$ cat config.mk
export PLATFORM = sky130hd
export DESIGN_NAME = perf_counter_unit
export DESIGN_NICKNAME = d
export VERILOG_FILES = /design/src/rtl/pcu_pkg.sv /design/src/rtl/pcu_event_sel.sv /design/src/rtl/pcu_counter.sv /design/src/rtl/perf_counter_unit.sv
export SDC_FILE = /design/constraint.sdc
export NUM_CORES = 2
export LEC_CHECK = 0
export ABC_AREA = 1
export CORE_MARGIN = 3
export CORE_UTILIZATION = 35
export CTS_CLUSTER_DIAMETER = 30
export DETAILED_ROUTE_END_ITERATION = 10
export DONT_BUFFER_PORTS = 1
export SYNTH_ARGS = -nofsm -noshare
export SYNTH_HDL_FRONTEND = slang
export SYNTH_SLANG_ARGS = --single-unit
$ cat constraint.sdc
create_clock -name clk -period 2.5 [get_ports clk]
set_input_delay 0.625 -clock clk [delete_from_list [all_inputs] [get_ports clk]]
set_output_delay 0.625 -clock clk [all_outputs]
set_load 0.01 [all_outputs]
$ cat src/rtl/pcu_pkg.sv
package pcu_pkg;
  // Register offsets (software-visible, fixed)
  localparam int unsigned OFF_RUN     = 32'h1C00;
  localparam int unsigned OFF_ENA     = 32'h1C04;
  localparam int unsigned OFF_MASK    = 32'h1C70;
  localparam int unsigned OFF_STAT    = 32'h1C78;
  localparam int unsigned OFF_CLR     = 32'h1C7C;
  localparam int unsigned OFF_SEL     = 32'h1C80;
  localparam int unsigned OFF_VER     = 32'h1CF0;
  localparam int unsigned OFF_CNT     = 32'h1D00;
  localparam int unsigned OFF_CFG     = 32'h0534;
  localparam int unsigned CNT_STRIDE  = 8;
  localparam int unsigned SEL_STRIDE  = 4;
  localparam int unsigned CODE_W      = 8;
  localparam int unsigned LANES       = 4;
  localparam int unsigned PM_BIT      = 9;

  // Beat vector positions
  localparam int unsigned BEAT_P0_WR = 0;
  localparam int unsigned BEAT_P0_RD = 1;
  localparam int unsigned BEAT_P1_WR = 2;
  localparam int unsigned BEAT_P1_RD = 3;
  localparam int unsigned NUM_BEATS  = 4;

  // Event codes
  localparam logic [CODE_W-1:0] EV_CYCLES = 8'h00;
  localparam logic [CODE_W-1:0] EV_P1_WR  = 8'h61;
  localparam logic [CODE_W-1:0] EV_P1_RD  = 8'h62;
  localparam logic [CODE_W-1:0] EV_P0_WR  = 8'hE1;
  localparam logic [CODE_W-1:0] EV_P0_RD  = 8'hE2;
endpackage

$ cat src/rtl/pcu_event_sel.sv
module pcu_event_sel
  import pcu_pkg::*;
(
  input  logic [CODE_W-1:0]    code,
  input  logic [NUM_BEATS-1:0] beats,
  output logic                 hit
);
  always_comb begin
    case (code)
      EV_CYCLES: hit = 1'b1;
      EV_P1_WR:  hit = beats[BEAT_P1_WR];
      EV_P1_RD:  hit = beats[BEAT_P1_RD];
      EV_P0_WR:  hit = beats[BEAT_P0_WR];
      EV_P0_RD:  hit = beats[BEAT_P0_RD];
      default:   hit = 1'b0;  // unassigned codes never count
    endcase
  end
endmodule

$ cat src/rtl/pcu_counter.sv
module pcu_counter #(
  parameter int unsigned CTR_W = 64
) (
  input  logic             clk,
  input  logic             rst,
  input  logic             wr,
  input  logic [CTR_W-1:0] wdata,
  input  logic             inc,
  output logic [CTR_W-1:0] q,
  output logic             wrap
);
  // Software write wins over an increment in the same cycle
  always_ff @(posedge clk) begin
    if (rst)      q <= '0;
    else if (wr)  q <= wdata;
    else if (inc) q <= q + 1'b1;
  end

  assign wrap = inc & ~wr & (&q);
endmodule

$ cat src/rtl/perf_counter_unit.sv
module perf_counter_unit
  import pcu_pkg::*;
#(
  parameter int unsigned NUM_CTR    = 8,
  parameter int unsigned CTR_W      = 64,
  parameter int unsigned ADDR_W     = 16,
  parameter logic [31:0] VERSION_ID = 32'h0003_0200
) (
  input  logic              clk,
  input  logic              rst,
  input  logic              bus_sel,
  input  logic              bus_wr,
  input  logic [ADDR_W-1:0] bus_addr,
  input  logic [CTR_W-1:0]  bus_wdata,
  output logic [CTR_W-1:0]  bus_rdata,
  input  logic              beat_p0_wr,
  input  logic              beat_p0_rd,
  input  logic              beat_p1_wr,
  input  logic              beat_p1_rd,
  output logic              irq,
  output logic              pm_hold
);
  localparam int unsigned NUM_SEL = (NUM_CTR + LANES - 1) / LANES;

  function automatic logic at(input logic [ADDR_W-1:0] a, input int unsigned off);
    return a == ADDR_W'(off);
  endfunction

  logic                           wr_acc, rd_acc, clr_wr, cfg_wr;
  logic                           glob_en;
  logic [NUM_CTR-1:0]             cnt_en_q, mask_q, stat_q;
  logic [NUM_CTR-1:0]             ev_hit, inc, ctr_wr, wrap_vec, clr_bits;
  logic [NUM_CTR-1:0][CODE_W-1:0] codes_q;
  logic [NUM_CTR-1:0][CTR_W-1:0]  cnt_q;
  logic [NUM_BEATS-1:0]           beats;
  logic [CTR_W-1:0]               rd_mux;

  assign wr_acc = bus_sel & bus_wr;
  assign rd_acc = bus_sel & ~bus_wr;
  assign clr_wr = wr_acc & at(bus_addr, OFF_CLR);
  assign cfg_wr = wr_acc & at(bus_addr, OFF_CFG);

  always_comb begin
    beats             = '0;
    beats[BEAT_P0_WR] = beat_p0_wr;
    beats[BEAT_P0_RD] = beat_p0_rd;
    beats[BEAT_P1_WR] = beat_p1_wr;
    beats[BEAT_P1_RD] = beat_p1_rd;
  end

  // Counter slices
  for (genvar n = 0; n < NUM_CTR; n++) begin : g_ctr
    pcu_event_sel u_sel (
      .code  (codes_q[n]),
      .beats (beats),
      .hit   (ev_hit[n])
    );
    assign inc[n]    = glob_en & cnt_en_q[n] & ev_hit[n];
    assign ctr_wr[n] = wr_acc & at(bus_addr, OFF_CNT + CNT_STRIDE * n);
    pcu_counter #(.CTR_W(CTR_W)) u_ctr (
      .clk   (clk),
      .rst   (rst),
      .wr    (ctr_wr[n]),
      .wdata (bus_wdata),
      .inc   (inc[n]),
      .q     (cnt_q[n]),
      .wrap  (wrap_vec[n])
    );
  end

  // Control registers
  always_ff @(posedge clk) begin
    if (rst) begin
      glob_en  <= 1'b0;
      cnt_en_q <= '0;
      mask_q   <= '1;
      pm_hold  <= 1'b0;
      codes_q  <= '0;
    end else if (wr_acc) begin
      if (at(bus_addr, OFF_RUN))  glob_en  <= bus_wdata[0];
      if (at(bus_addr, OFF_ENA))  cnt_en_q <= bus_wdata[NUM_CTR-1:0];
      if (at(bus_addr, OFF_MASK)) mask_q   <= bus_wdata[NUM_CTR-1:0];
      if (cfg_wr)                 pm_hold  <= bus_wdata[PM_BIT];
      for (int k = 0; k < NUM_SEL; k++) begin
        if (at(bus_addr, OFF_SEL + SEL_STRIDE * k)) begin
          for (int l = 0; l < LANES; l++) begin
            if (k * LANES + l < NUM_CTR)
              codes_q[k*LANES+l] <= bus_wdata[CODE_W*l +: CODE_W];
          end
        end
      end
    end
  end

  // Sticky overflow status: a wrap beats a clear at the same edge
  assign clr_bits = clr_wr ? bus_wdata[NUM_CTR-1:0] : '0;

  always_ff @(posedge clk) begin
    if (rst) stat_q <= '0;
    else     stat_q <= (stat_q & ~clr_bits) | wrap_vec;
  end

  assign irq = |(stat_q & ~mask_q);

  // Read path
  always_comb begin
    rd_mux = '0;
    if (at(bus_addr, OFF_RUN))  rd_mux[0]           = glob_en;
    if (at(bus_addr, OFF_ENA))  rd_mux[NUM_CTR-1:0] = cnt_en_q;
    if (at(bus_addr, OFF_MASK)) rd_mux[NUM_CTR-1:0] = mask_q;
    if (at(bus_addr, OFF_STAT)) rd_mux[NUM_CTR-1:0] = stat_q;
    if (at(bus_addr, OFF_VER))  rd_mux[31:0]        = VERSION_ID;
    if (at(bus_addr, OFF_CFG))  rd_mux[PM_BIT]      = pm_hold;
    for (int k = 0; k < NUM_SEL; k++) begin
      if (at(bus_addr, OFF_SEL + SEL_STRIDE * k)) begin
        for (int l = 0; l < LANES; l++) begin
          if (k * LANES + l < NUM_CTR)
            rd_mux[CODE_W*l +: CODE_W] = codes_q[k*LANES+l];
        end
      end
    end
    for (int n = 0; n < NUM_CTR; n++) begin
      if (at(bus_addr, OFF_CNT + CNT_STRIDE * n)) rd_mux = cnt_q[n];
    end
  end

  always_ff @(posedge clk) begin
    if (rst)         bus_rdata <= '0;
    else if (rd_acc) bus_rdata <= rd_mux;
  end
endmodule

==> results.yml <==
synthesis:
  synth.ff_latch_count: 666
  synth_nets: 6587
  yosysTopAreaCellShare_pct: 30.94
  postSynthCellCount: 6491
  synth_top_flop_cell: "dfxtp_1"
  synth_cell_type_count: 51
  synth_enable_flop_cells: 0
  async_flop_share_pct: 0
  yosysWarnings: 0
  netlist_area_mm2: 0.04309
  ys_seq_area_share_pct: 30.94
  avgSynthCellArea_um2: 6.638
  netlist_top_cells_area: "dfxtp_1 31%, nand2_1 12%, xor2_1 8.4%"
  yosysTopAreaCell: "dfxtp_1"
floorplanning:
  die_area_mm2: 0.1274
  start_util_pct: 35.31
  num_rows: 128
  core_area_mm2: 0.1220
  die_x_um: 356.9
  ios: 154
  die_h_um: 356.9
pwr:
  p_per_area_mw_per_mm2: 616.6
  ir_drop_mv: 0.6954
  finalPower_mw: 37.96
  power_leakage_nw: 23.81
setup_path:
  arrival_ns: 3.34
  crit_path_max_fanout: 3
  crit_type: "register to register"
  crit_path_end_kind: "register"
  crit_path_start_kind: "register"
  r2r_cells: 16
  crit_required_ns: 3.22
global_routing:
  grt_max_degree: 328
  grt_pass1_wl_um: 306600
  grt_use_total_pct: 31.89
  grt_pass1_vias: 47190
  grt_overflow: 0
  antenna_found_initial: 20
sta:
  finalHoldViolations: 0
  setup_viol: 10
  fin_setup_tns_ns: -0.3696
  postLayoutSetupSlackWorst_ns: -0.1174
  finalCriticalPeriod_ns: 2.617
  worstMarginPinSlew_ns: 0.9393
  fin_worst_skew_ns: 0.05348
  maxSlewHeadroom_pct: 37.38
  grt_setup_unrepaired: "yes"
  drv_slew: 0
  fmaxAchievable_mhz: 382.1
  finalCritPeriodShare_pct: 104.7
route:
  wl_per_cell_um: 23.05
  drtIter0Drc: 5996
  drc: 0
  dr.pass1.iters: 7
  drtAntennaViolNets: 0
  vias_per_cell: 5.565
  vias: 51180
  wirelength_um: 212000
hold_path:
  hold_depth: 2
  hp-class: "primary input to register"
finish:
  utilization_pct: 50.44
  area_growth_pct: 42.86
  drive_gt1_share_pct: 22.84
  finalNetCount: 7466
  final_cells: 9197
clock_tree:
  cts_root_buf: "clkbuf_16"
  cts.clk_slew.worst_paths_ns: 0.05
  cts_tree: "built"
  numCtsBuffers: 206
  clkLatencyLatePin_ns: 0.82
  htreeDepth: 4
  clock_sinks: 666
  clockBufferDepth: 3
place:
  port_buffers: 0
  gp_congestion: 0.9833
  hpwl_um: 156300
  dp_slack_ns: -0.4711
  place_inst: 8636
run_status:
  status: "complete, but fails checks"
  violations: "negative setup slack"
flow_run:
  drv_cap: 0
## metal layers
metal / track usage, % / part of all wire, %
met1: 42.01 / 41
met2: 48.53 / 44
met3: 6.496 / 9.3
met4: 18.00 / 6.0
met5: 0 / 0.014
## power by group
| part | internal (mW) | switching (mW) |
|---|---|---|
| clock | 18.4 | 8.21 |
| combinational | 0.140 | 0.569 |
| sequential | 10.7 | 0.0000509 |
## layout make-up
class                   count  area, um2
diodes                     29      72.57
clock buffers             278       5906
fillers                 12120      60480
repair buffers            972       8496
clock inverters           103       1325
multi-input cells        4661      27070
inverters                 863       3254
flip-flops and latches    666      13400
well taps                1625       2033
## synthesized netlist by cell type (8+ instances only)
cell type  number
nor2_2         47
o2111ai_1      92
buf_1          18
nor2_4         20
nor3_2         24
nor4_1         89
o22ai_1       302
o221ai_1      121
nand2_1      1353
nor4_2         17
or2_2           9
o211ai_1       25
nand2_2        15
nor2_1        669
nand3_2        23
nor3_1        231
inv_1         832
a21oi_1       519
a31oi_1        59
nand3_1       158
a221oi_1       58
buf_2          50
clkbuf_1      232
nand4_1       120
dfxtp_1       666
a211oi_1        8
o21ai_0       161
inv_2          26
xnor2_1        58
ha_1            8
o31ai_1         8
xor2_1        413
## state kept, by name, indices dropped and copies added (netlist names)
register and cells:
bus_rdata 64, cnt_en_q 8, codes_q 64, g_ctr.u_ctr.q 512, glob_en 1, mask_q 8
pm_hold 1, stat_q 8
## layout by cell type (no fill, tap or decap), types with 92 or more instances in the layout
cell type | netlist | final
o221ai_1 | 121 | 118
xor2_1 | 413 | 412
nor2_1 | 669 | 613
nand3_1 | 158 | 119
inv_1 | 832 | 819
buf_4 | 1 | 808
dfxtp_1 | 666 | 631
nor3_1 | 231 | 211
a21oi_1 | 519 | 517
clkbuf_16 | 0 | 206
o22ai_1 | 302 | 302
o2111ai_1 | 92 | 92
o21ai_0 | 161 | 159
nand4_1 | 120 | 120
nand2_1 | 1353 | 1307
## worst paths after layout
check                 startpoint  slack, ns                   end
max          g_ctr[3].u_ctr.q[1]      -0.12  g_ctr[3].u_ctr.q[61]
min                 bus_wdata[6]       0.04   g_ctr[3].u_ctr.q[6]
max reg2reg  g_ctr[3].u_ctr.q[1]      -0.12  g_ctr[3].u_ctr.q[61]
min reg2reg          codes_q[58]       0.47           codes_q[58]
## metrics by stage
stage / hold slack, ns / cell area, um2
global placement: 0.4556 / 51090
detailed placement: 0.4638 / 51090
floorplan: 0.4369 / 43090
finish: 0.04220 / 61560
CTS: -0.001912 / 59470
global route: 0.02948 / 61540
## cells by family (layout without fill, tap and decap cells)
logic type	after synthesis	after routing	share of synthesized area, %
adders and majority gates	8	8	0.2323
DFF	666	666	30.94
other	0	29	0
and+or+nand+nor	2817	2817	29.42
AOI/OAI and AO/OA	1365	1365	19.54
xor gates and xnor gates	471	471	9.573
buffers and inverters	1164	2216	10.29
## critical path, cell delays in order, from the launching register on
cell and delay [ns]:
dfxtp_2 0.35, buf_6 0.11, nand3_4 0.08, nor2_4 0.15, nand3_4 0.10, nor2_4 0.17, nand2_4 0.10, nor3_4 0.23
buf_6 0.16, nand2_8 0.06, nor2_4 0.14, nand3_4 0.12, nor4_4 0.26, buf_4 0.18, xor2_1 0.15, a21oi_1 0.08
nor2_1 0.09
## what timing repair did
| action | 4_1_cts | 5_1_grt |
|---|---|---|
| pin swaps | 43 | 162 |
| setup endpoints to repair | 67 | 193 |
| gates resized for setup | 96 | 344 |
| buffers inserted | 24 | 78 |
| hold endpoints to repair | 222 | 0 |
| hold buffers | 52 | 0 |
No activity file was read; power rests on OpenSTA's default activity.
